===== config.mk =====
export PLATFORM = sky130hd
export DESIGN_NAME = ee_cfg_reader
export DESIGN_NICKNAME = d
export VERILOG_FILES = /design/src/rtl/ee_rd_pkg.sv /design/src/rtl/ee_bit_timer.sv /design/src/rtl/ee_frame_seq.sv /design/src/rtl/ee_grant_timer.sv /design/src/rtl/ee_cfg_reader.sv
export SDC_FILE = /design/constraint.sdc
export NUM_CORES = 1
export LEC_CHECK = 0
export BUFFER_PORTS_ARGS = -buffer_cell sky130_fd_sc_hd__buf_4
export CELL_PAD_IN_SITES_DETAIL_PLACEMENT = 0
export CELL_PAD_IN_SITES_GLOBAL_PLACEMENT = 1
export CORE_MARGIN = 3
export CORE_UTILIZATION = 35
export DETAILED_ROUTE_END_ITERATION = 6
export GPL_ROUTABILITY_DRIVEN = 0
export PLACE_DENSITY_LB_ADDON = 0.1
export SLEW_MARGIN = 25
export SYNTH_ARGS = -nofsm -noshare
export SYNTH_HDL_FRONTEND = slang
export SYNTH_SLANG_ARGS = --single-unit

===== constraint.sdc =====
create_clock -name clk -period 6.2 [get_ports clk]
set_clock_uncertainty 0.15 [all_clocks]
set_input_delay 0.31 -clock clk [delete_from_list [all_inputs] [get_ports clk]]
set_output_delay 0.31 -clock clk [all_outputs]
set_load 0.005 [all_outputs]

===== src/rtl/ee_rd_pkg.sv =====
package ee_rd_pkg;
    localparam int EE_AW      = 6;
    localparam int EE_DW      = 16;
    localparam int CMD_W      = 8;
    localparam int REG_AW     = 4;
    // start bit + 2 opcode bits + address + dummy + data
    localparam int FRAME_BITS = 1 + 2 + EE_AW + 1 + EE_DW;
    localparam int RX_FIRST   = FRAME_BITS - EE_DW;

    localparam logic [REG_AW-1:0] OFS_CMD  = 4'd10;
    localparam logic [REG_AW-1:0] OFS_DATA = 4'd12;
    localparam logic [1:0]        SER_OP_READ = 2'b10;

    typedef enum logic [2:0] {
        CK_READ, CK_WRITE, CK_ERASE, CK_GRANT, CK_REVOKE, CK_NONE
    } cmd_kind_t;

    typedef enum logic [1:0] {
        SQ_IDLE, SQ_LEAD, SQ_SHIFT
    } seq_state_t;

    typedef struct packed {
        logic [1:0]       op;
        logic [EE_AW-1:0] addr;
    } cmd_byte_t;

    function automatic cmd_kind_t classify(input logic [1:0] op, input logic [1:0] ext);
        cmd_kind_t k;
        case (op)
            2'b10:   k = CK_READ;
            2'b01:   k = CK_WRITE;
            2'b11:   k = CK_ERASE;
            default: begin
                if (ext == 2'b11)      k = CK_GRANT;
                else if (ext == 2'b00) k = CK_REVOKE;
                else                   k = CK_NONE;
            end
        endcase
        return k;
    endfunction
endpackage


===== src/rtl/ee_bit_timer.sv =====
module ee_bit_timer #(
    parameter int DIV = 8
) (
    input  logic clk,
    input  logic rst,
    input  logic run,
    output logic mid,
    output logic last
);
    localparam int CW   = (DIV > 1) ? $clog2(DIV) : 1;
    localparam int HALF = DIV / 2;

    logic [CW-1:0] cnt;

    assign mid  = run && (cnt == CW'(HALF - 1));
    assign last = run && (cnt == CW'(DIV - 1));

    always_ff @(posedge clk) begin
        if (rst || !run || last) cnt <= '0;
        else                     cnt <= cnt + 1'b1;
    end
endmodule


===== src/rtl/ee_frame_seq.sv =====
module ee_frame_seq import ee_rd_pkg::*; #(
    parameter int DIV = 8
) (
    input  logic             clk,
    input  logic             rst,
    input  logic             start,
    input  logic [EE_AW-1:0] start_addr,
    input  logic             ee_do,
    output logic             ee_cs,
    output logic             ee_sk,
    output logic             ee_di,
    output logic             busy,
    output logic [EE_DW-1:0] word
);
    localparam int IW = $clog2(FRAME_BITS);

    seq_state_t            st;
    logic [IW-1:0]         idx;
    logic [FRAME_BITS-1:0] tx;
    logic [EE_DW-2:0]      rx;
    logic                  run, mid, last;

    assign run  = (st != SQ_IDLE);
    assign busy = run;

    ee_bit_timer #(.DIV(DIV)) u_tmr (
        .clk  (clk),
        .rst  (rst),
        .run  (run),
        .mid  (mid),
        .last (last)
    );

    always_ff @(posedge clk) begin
        if (rst) begin
            st    <= SQ_IDLE;
            idx   <= '0;
            tx    <= '0;
            rx    <= '0;
            ee_cs <= 1'b0;
            ee_sk <= 1'b0;
            ee_di <= 1'b0;
            word  <= '0;
        end else begin
            case (st)
                SQ_IDLE: begin
                    if (start) begin
                        st <= SQ_LEAD;
                        tx <= {1'b1, SER_OP_READ, start_addr, 1'b0, {EE_DW{1'b0}}};
                    end
                end
                SQ_LEAD: begin
                    if (last) begin
                        st    <= SQ_SHIFT;
                        idx   <= '0;
                        ee_cs <= 1'b1;
                        ee_di <= tx[FRAME_BITS-1];
                    end
                end
                SQ_SHIFT: begin
                    if (mid) ee_sk <= 1'b1;
                    if (last) begin
                        ee_sk <= 1'b0;
                        if (idx == IW'(FRAME_BITS - 1)) begin
                            st    <= SQ_IDLE;
                            ee_cs <= 1'b0;
                            ee_di <= 1'b0;
                            word  <= {rx, ee_do};
                        end else begin
                            idx   <= idx + 1'b1;
                            tx    <= {tx[FRAME_BITS-2:0], 1'b0};
                            ee_di <= tx[FRAME_BITS-2];
                            if (idx >= IW'(RX_FIRST)) rx <= {rx[EE_DW-3:0], ee_do};
                        end
                    end
                end
                default: st <= SQ_IDLE;
            endcase
        end
    end
endmodule


===== src/rtl/ee_grant_timer.sv =====
module ee_grant_timer #(
    parameter int LAPSE = 1000
) (
    input  logic clk,
    input  logic rst,
    input  logic set,
    input  logic clr,
    output logic granted
);
    localparam int TW = $clog2(LAPSE + 1);

    logic [TW-1:0] cnt;

    always_ff @(posedge clk) begin
        if (rst) begin
            granted <= 1'b0;
            cnt     <= '0;
        end else if (clr) begin
            granted <= 1'b0;
        end else if (set) begin
            granted <= 1'b1;
            cnt     <= '0;
        end else if (granted) begin
            if (cnt == TW'(LAPSE - 1)) granted <= 1'b0;
            else                       cnt     <= cnt + 1'b1;
        end
    end
endmodule


===== src/rtl/ee_cfg_reader.sv =====
module ee_cfg_reader import ee_rd_pkg::*; #(
    parameter int CLK_DIV       = 100,
    parameter int CLK_MHZ       = 100,
    parameter int READ_LIMIT_US = 162,
    parameter int LAPSE_US      = 10000
) (
    input  logic              clk,
    input  logic              rst,
    input  logic              reg_wr,
    input  logic [REG_AW-1:0] reg_addr,
    input  logic [CMD_W-1:0]  reg_wdata,
    output logic [EE_DW-1:0]  reg_rdata,
    output logic              ee_cs,
    output logic              ee_sk,
    output logic              ee_di,
    input  logic              ee_do
);
    localparam int LAPSE_CYCLES = LAPSE_US * CLK_MHZ;
    localparam int PAD_W        = EE_DW - 2 - CMD_W;

    cmd_byte_t        cb;
    cmd_kind_t        kind;
    logic             cmd_hit, busy, granted;
    logic [CMD_W-1:0] cmd_q;
    logic [EE_DW-1:0] word;

    assign cb      = cmd_byte_t'(reg_wdata);
    assign kind    = classify(cb.op, cb.addr[EE_AW-1 -: 2]);
    assign cmd_hit = reg_wr && (reg_addr == OFS_CMD) && !busy;

    always_ff @(posedge clk) begin
        if (rst)          cmd_q <= '0;
        else if (cmd_hit) cmd_q <= reg_wdata;
    end

    ee_frame_seq #(.DIV(CLK_DIV)) u_seq (
        .clk        (clk),
        .rst        (rst),
        .start      (cmd_hit && (kind == CK_READ)),
        .start_addr (cb.addr),
        .ee_do      (ee_do),
        .ee_cs      (ee_cs),
        .ee_sk      (ee_sk),
        .ee_di      (ee_di),
        .busy       (busy),
        .word       (word)
    );

    ee_grant_timer #(.LAPSE(LAPSE_CYCLES)) u_grant (
        .clk     (clk),
        .rst     (rst),
        .set     (cmd_hit && (kind == CK_GRANT)),
        .clr     (cmd_hit && (kind == CK_REVOKE)),
        .granted (granted)
    );

    always_comb begin
        case (reg_addr)
            OFS_CMD:  reg_rdata = {busy, granted, {PAD_W{1'b0}}, cmd_q};
            OFS_DATA: reg_rdata = word;
            default:  reg_rdata = '0;
        endcase
    end
endmodule


==> key figures, run 1 <==
Layout
  • Area growth from synthesis to layout: 14.3%
  • # diodes: 0
  • Area taken by flip-flops and latches: 0.00172 mm²
  • Fillers: 1207
  • Non-Filler Instances: 661
  • Share of cells above drive strength 1: 0.124
  • # nets final: 541
  • Fin area: 0.00483 mm²
  • Multi-input logic area: 0.00231 mm²

Synthesis
  • Synth Register Bits: 86
  • YS warnings: 0
  • Asr flop ratio synth: 0
  • Ys flop type: dfxtp_1
  • Netlist cell types: 62
  • Post-synthesis cell count: 496
  • Post-synth top area cell: dfxtp_1
  • Count leader, synth: nand2_1
  • Commonest cells post-synth: nand2_1 (87), dfxtp_1 (86), a21oi_1 (44)
  • Post-synth EDFFs: 0
  • Area contributors post-synth: dfxtp_1 (41%), nand2_1 (7.7%), mux2i_1 (7.6%), a21oi_1 (5.2%), nor2_1 (3.7%)
  • Sequential-to-total area share from yosys stat: 0.408
  • Post-synth top area share: 0.408
  • Post-synthesis cell area: 0.00422 mm²
  • Synth Net Count: 523
  • Syn Area/Cell: 8.51 µm²

Route
  • 1st-iter DRT viols: 209
  • M1 wire length: 5000 µm
  • Final wirelength: 10000 µm
  • Post-DRT Antenna Nets: 0
  • Drt via density: 5.25
  • Max layer used: met4
  • WL per Instance: 15.1 µm
  • Met3 WL: 301 µm
  • TritonRoute pass-1 iters: 5
  • Post-route DRC: 0
  • Via count: 3468
  • Routed wl met2: 4590 µm

Timing
  • Total negative setup slack: 0 ps
  • Crit path time final: 2830 ps
  • Worst slew margin: 0.340
  • Fmax: 354 MHz
  • RSZ-0062 raised after global routing: no
  • Max Slew Vio Count: 0
  • Post-layout worst setup margin: 3370 ps
  • Final hold viol count: 0
  • Setup violations, final: 0
  • Slew @ Worst Pin: 986 ps
  • Period utilization: 0.456

Pwr
  • Sw Share: 0.232
  • Power Density: 249 mW/mm²
  • Psw: 0.000279 W
  • Logic pwr share: 0.074
  • Leak: 1.80 nW
  • Cell internal pwr: 0.000923 W
  • Part of the power in registers: 0.480
  • VDD IR max: 121 µV
  • Clock power frac: 0.446

Die
  • IO Pins: 35
  • Initial Util: 0.363
  • Std cell rows: 39
  • DIE AREA: 0.0134 mm²
  • Core footprint: 0.0116 mm²
  • Die Ht: 116 µm
  • Die width: 116 µm

Clock network
  • CTS tree: built
  • Reg clk slew, reported paths: 60 ps
  • Root Driver: clkbuf_16
  • # Post-CTS Setup Buffers: 0
  • Worst skew pair latency: 330 ps
  • Hold bufs inserted after CTS: 0
  • Clk sinks: 86
  • H-tree levels: 3
  • Maximum clock insertion buffer count: 2
  • Post-CTS sizing: 0
  • Num CTS Buffers: 9

Worst setup path
  • Critical path depth: 7
  • Crit path top cell by count: nand2_1
  • Worst path required time: 6330 ps
  • WS Path Type: reg -> reg
  • Slowest CP cell: or3_1
  • Worst Path Buf+Inv: 1
  • CP max stage delay: 640 ps
  • Top cell family by delay on the critical path: simple AND/OR/NAND/NOR gates
  • Crit path launch type: flop
  • Arr. time, crit path: 2950 ps
  • CP Max Fanout: 21
  • R2R cell count: 7
  • Critical Path Sink Type: flop
  • Worst path cell trace: inv_1 -> ha_1 -> nand4bb_2 -> or3_1 -> nand2_1 -> or4b_1 -> nand2_1

Placed design
  • Post-DP Area: 0.00452 mm²
  • Post-Place Cells: 646
  • Hpwl dp: 6620 µm
  • Pre-CTS worst setup slack: 3160 ps
  • PortBufs: 34

Run status
  • Status: finished, final reports clean

GRT
  • First-pass GRT wire length: 16800 µm
  • Vias in the first global route: 3262
  • Initial antenna violation count: 0
  • Pin count of the biggest net entering global routing: 67
  • Remaining Overflow, GRT: 0
  • Tot GR Track Use: 0.158

Hold path
  • Worst Hold Class: in -> reg
  • Hold Path Cell Cnt: 3

Run
  • Max cap viols: 0
[placed cells by master, fill, tap and decap left out, types with 7 or more instances in the layout]
| cell | netlist | routed |
|---|---|---|
| a21oi_1 | 44 | 44 |
| a22o_1 | 8 | 8 |
| and2_1 | 11 | 11 |
| buf_4 | 1 | 37 |
| clkbuf_16 | 0 | 9 |
| dfxtp_1 | 86 | 86 |
| ha_1 | 11 | 11 |
| inv_1 | 14 | 14 |
| mux2i_1 | 32 | 32 |
| nand2_1 | 87 | 87 |
| nand3_1 | 17 | 17 |
| nand4_1 | 11 | 11 |
| nor2_1 | 42 | 42 |
| o21ai_0 | 7 | 7 |
| or3_1 | 11 | 11 |
[power groups by stage]
stage	Sequential, W	Combinational [W]	Clock (W)
2_1_floorplan	0.000587	0.0000646	0
3_3_place_gp	0.000589	0.0000887	0
3_5_place_dp	0.000589	0.0000899	0
4_1_cts	0.000577	0.0000905	0.000554
5_1_grt	0.000578	0.000101	0.000578
6_report	0.000577	0.0000890	0.000536
[worst min-delay path: cells and delay by family]
| kind | cells | cell delay [ps] |
|---|---|---|
| muxes | 1 | 50 |
| and+or+nand+nor | 1 | 80 |
| buffers and inverters | 1 | 80 |
[flip-flops by register name, indices dropped and copies added (netlist names)]
| register | flops |
|---|---|
| u_grant.cnt | 20 |
| u_seq.rx | 15 |
| u_seq.word | 16 |
| u_seq.ee_sk | 1 |
| u_seq.idx | 5 |
| u_seq.ee_cs | 1 |
| u_grant.granted | 1 |
| u_seq.u_tmr.cnt | 7 |
| u_seq.ee_di | 1 |
| cmd_q | 8 |
| u_seq.st | 2 |
| u_seq.tx | 9 |
[kinds of logic (layout without fill, tap and decap cells)]
logic type,after synthesis,in the layout,share of synthesized area
muxes,32,32,0.0759
buffers and inverters,44,66,0.0513
adders and majority gates,11,11,0.0326
xor gates and xnor gates,5,5,0.0104
and+or+nand+nor,216,216,0.261
AOI/OAI and AO/OA,102,102,0.162
DFF,86,86,0.408
[stage by stage]
step / total power (W) / hold slack, ps / utilization
4_1_cts: 0.00122 / 51.9 / 0.415
5_1_grt: 0.00126 / 77.9 / 0.416
6_report: 0.00120 / 75.3 / 0.416
3_3_place_gp: 0.000677 / 290 / 0.390
2_1_floorplan: 0.000652 / 280 / -
3_5_place_dp: 0.000679 / 294 / 0.390
[routing by layer]
layer / track usage / vias up
li1: - / 1790
met3: 0.0381 / 10
met1: 0.216 / 1623
met2: 0.249 / 45
met4: 0.0425 / 0
met5: 0 / -
[cell type report]
cell class | count | share of cell area
multi-input cells | 366 | 0.478
flip-flops and latches | 86 | 0.357
repair buffers | 37 | 0.0575
clock buffers | 11 | 0.0503
well taps | 143 | 0.0371
inverters | 14 | 0.0109
clock inverters | 4 | 0.00985
[path summary, 6_finish.rpt]
kind / startpoint / end / slack (ps)
worst max register to register: u_seq.st[0] / u_grant.cnt[5] / 3370
worst min register to register: u_seq.word[9] / u_seq.word[9] / 300
worst max-delay path: u_seq.st[0] / u_grant.cnt[5] / 3370
worst min-delay path: ee_do / u_seq.rx[0] / 80
Note: power is estimated with default switching activity, not from simulation.
==> run 2, diff against run 1 <==
==> constraint.sdc (replaced) <==
create_clock -name clk -period 2.6 [get_ports clk]
set_clock_uncertainty 0.15 [all_clocks]
set_input_delay 0.13 -clock clk [delete_from_list [all_inputs] [get_ports clk]]
set_output_delay 0.13 -clock clk [all_outputs]
set_load 0.005 [all_outputs]
==> run 2 against run 1 <==
Final cell count increased by 3.2%. Register-to-register slack got worse by 3100 ps. Setup slack got worse by 3100 ps. Sequential share of layout area decreased by 1.6 points. Hold slack improved by 110 ps. Routed wire length increased by 5.2%. Sequential cell count unchanged. First-iteration DRC count increased by 4.3%. Critical endpoint is now u_grant.cnt[1]. Largest power group is now the clock network.
==> key figures, run 2 (synthesis results as in run 1) <==
Run status
  • Status: finished, final reports clean (unchanged)

Die
  • Die width: 116 µm (unchanged)
  • Core footprint: 0.0116 mm² (unchanged)
  • IO Pins: 35 (unchanged)
  • Die Ht: 116 µm (unchanged)
  • Std cell rows: 39 (unchanged)
  • Initial Util: 0.363 (unchanged)
  • DIE AREA: 0.0134 mm² (unchanged)

Worst setup path
  • Crit path launch type: flop (unchanged)
  • Worst path required time: 2680 ps (was 6330 ps)
  • Arr. time, crit path: 2410 ps (was 2950 ps)
  • Top cell family by delay on the critical path: simple AND/OR/NAND/NOR gates (unchanged)
  • CP Max Fanout: 17 (was 21)
  • Worst path cell trace: inv_1 -> ha_1 -> nand4bb_2 -> or4_1 -> nand3_1 -> nor3_1 -> o21bai_1 (was inv_1 -> ha_1 -> nand4bb_2 -> or3_1 -> nand2_1 -> or4b_1 -> nand2_1)
  • Critical Path Sink Type: flop (unchanged)
  • WS Path Type: reg -> reg (unchanged)
  • Worst reg2reg path startpoint: u_seq.st[1] (was u_seq.st[0])
  • Worst Path Buf+Inv: 1 (unchanged)
  • Worst Setup SP: u_seq.st[1] (was u_seq.st[0])
  • R2R Setup Slk: 270 ps (was 3370 ps)
  • Slowest CP cell: or4_1 (was or3_1)
  • CP max stage delay: 750 ps (was 640 ps)

Timing
  • Slew @ Worst Pin: 730 ps (was 986 ps)
  • RSZ-0062 raised after global routing: no (unchanged)
  • Final hold viol count: 0 (unchanged)
  • Fmax: 429 MHz (was 354 MHz)
  • Max Slew Vio Count: 0 (unchanged)
  • Worst slew margin: 0.513 (was 0.340)
  • Total negative setup slack: 0 ps (unchanged)
  • Setup violations, final: 0 (unchanged)
  • Period utilization: 0.897 (was 0.456)
  • Crit path time final: 2330 ps (was 2830 ps)

Pwr
  • Power Density: 616 mW/mm² (was 249 mW/mm²)
  • Leak: 1.92 nW (was 1.80 nW)
  • VDD IR max: 383 µV (was 121 µV)

Layout
  • Top flop regs: u_grant.cnt: 20 flops, u_seq.word: 16 flops, u_seq.rx: 15 flops (unchanged)
  • Most frequent cells in the layout: nand2_1 (87), dfxtp_1 (86), buf_4 (49), a21oi_1 (44), nor2_1 (42) (was nand2_1 (87), dfxtp_1 (86), a21oi_1 (44), nor2_1 (42), buf_4 (37))
  • Commonest non-fill, non-tap cell in the layout: nand2_1 (unchanged)
  • Multi-input logic area: 0.00229 mm² (was 0.00231 mm²)
  • Max FFs per register: 20 (unchanged)
  • Fin util: 0.435 (was 0.416)
  • Area growth from synthesis to layout: 19.7% (was 14.3%)
  • Share of cells above drive strength 1: 0.141 (was 0.124)
  • Most flops, register: u_grant.cnt (unchanged)
  • # diodes: 0 (unchanged)
  • Area taken by flip-flops and latches: 0.00172 mm² (unchanged)
  • # nets final: 562 (was 541)
  • Fillers: 1186 (was 1207)

Clock network
  • CTS tree: built (unchanged)
  • Clk sinks: 86 (unchanged)
  • Num CTS Buffers: 9 (unchanged)
  • Worst skew pair latency: 340 ps (was 330 ps)
  • # Post-CTS Setup Buffers: 0 (unchanged)
  • Root Driver: clkbuf_16 (unchanged)
  • Maximum clock insertion buffer count: 2 (unchanged)
  • Reg clk slew, reported paths: 70 ps (was 60 ps)
  • H-tree levels: 3 (unchanged)
  • Hold bufs inserted after CTS: 9 (was 0)
  • Post-CTS sizing: 0 (unchanged)

GRT
  • Tot GR Track Use: 0.167 (was 0.158)
  • Vias in the first global route: 3559 (was 3262)
  • Pin count of the biggest net entering global routing: 67 (unchanged)
  • Remaining Overflow, GRT: 0 (unchanged)
  • Initial antenna violation count: 0 (unchanged)
  • First-pass GRT wire length: 17600 µm (was 16800 µm)

Route
  • Via count: 3566 (was 3468)
  • 1st-iter DRT viols: 218 (was 209)
  • WL per Instance: 15.4 µm (was 15.1 µm)
  • Max layer used: met4 (unchanged)
  • Final wirelength: 10500 µm (was 10000 µm)
  • M1 wire length: 4970 µm (was 5000 µm)
  • Routed wl met2: 5090 µm (was 4590 µm)
  • Drt via density: 5.23 (was 5.25)
  • Post-DRT Antenna Nets: 0 (unchanged)
  • TritonRoute pass-1 iters: 4 (was 5)
  • Post-route DRC: 0 (unchanged)
  • Met3 WL: 335 µm (was 301 µm)

Hold path
  • Worst Hold Class: in -> reg (unchanged)
  • Hold Crit Start: rst (was ee_do)

Placed design
  • Hpwl dp: 6970 µm (was 6620 µm)
  • PortBufs: 34 (unchanged)

Run
  • Max cap viols: 0 (unchanged)
-- run 2: changes by cell type in the layout (fill, tap and decap cells not counted) --
| cell | change |
|---|---|
| buf_4 | +12 |
| dlygate4sd3_1 | +9 |
| bufinv_16 | +2 |
| clkinv_2 | -2 |
| clkinv_4 | +2 |
| clkbuf_1 | -1 |
| clkinvlp_4 | -1 |
| nor3_1 | +1 |
| nor3_2 | -1 |
| o21bai_2 | +1 |
| o21bai_4 | -1 |
-- run 2: worst paths after layout --
path                                       end  cells past startpoint
worst max register to register  u_grant.cnt[1]                      7
worst min register to register  u_seq.word[11]                      2
worst max-delay path            u_grant.cnt[1]                      7
worst min-delay path               u_seq.rx[4]                      2
-- run 2: power by group --
| group | switching, W | internal [W] |
|---|---|---|
| logic | 0.000132 | 0.0000999 |
| clock network | 0.000540 | 0.000963 |
| registers | 0.0000211 | 0.00135 |
| total | 0.000693 | 0.00242 |
-- run 2: area by class of cell --
type | instances | share of cell area
Multi-Input combinational cell | 366 | 0.454
Sequential cell | 86 | 0.341
Timing Repair Buffer | 58 | 0.0907
Clock buffer | 10 | 0.0473
Tap cell | 143 | 0.0354
Clock inverter | 5 | 0.0213
Inverter | 14 | 0.0104
-- run 2: routing by layer --
metal | vias up | GRT usage
met5 | - | 0
met4 | 0 | 0.0464
met3 | 12 | 0.0465
met2 | 58 | 0.282
met1 | 1670 | 0.210
li1 | 1826 | -
-- run 2: through the flow --
stage / instances / setup WS (ps) / cell area (µm²) / total power [W] / hold WS, ps
2_1_floorplan: 496 / 550 / 4220 / 0.00155 / 116
3_3_place_gp: 658 / 328 / 4610 / 0.00162 / 229
3_5_place_dp: 658 / 256 / 4610 / 0.00163 / 245
4_1_cts: 682 / 242 / 5050 / 0.00316 / 177
5_1_grt: 682 / 90.5 / 5050 / 0.00323 / 201
6_report: 682 / 268 / 5050 / 0.00311 / 181
-- run 2: worst reg2reg max path, stage by stage (launching register included) --
cell	delay, ps
dfxtp_1	330
inv_1	130
ha_1	250
nand4bb_2	170
or4_1	750
nand3_1	200
nor3_1	50
o21bai_1	190
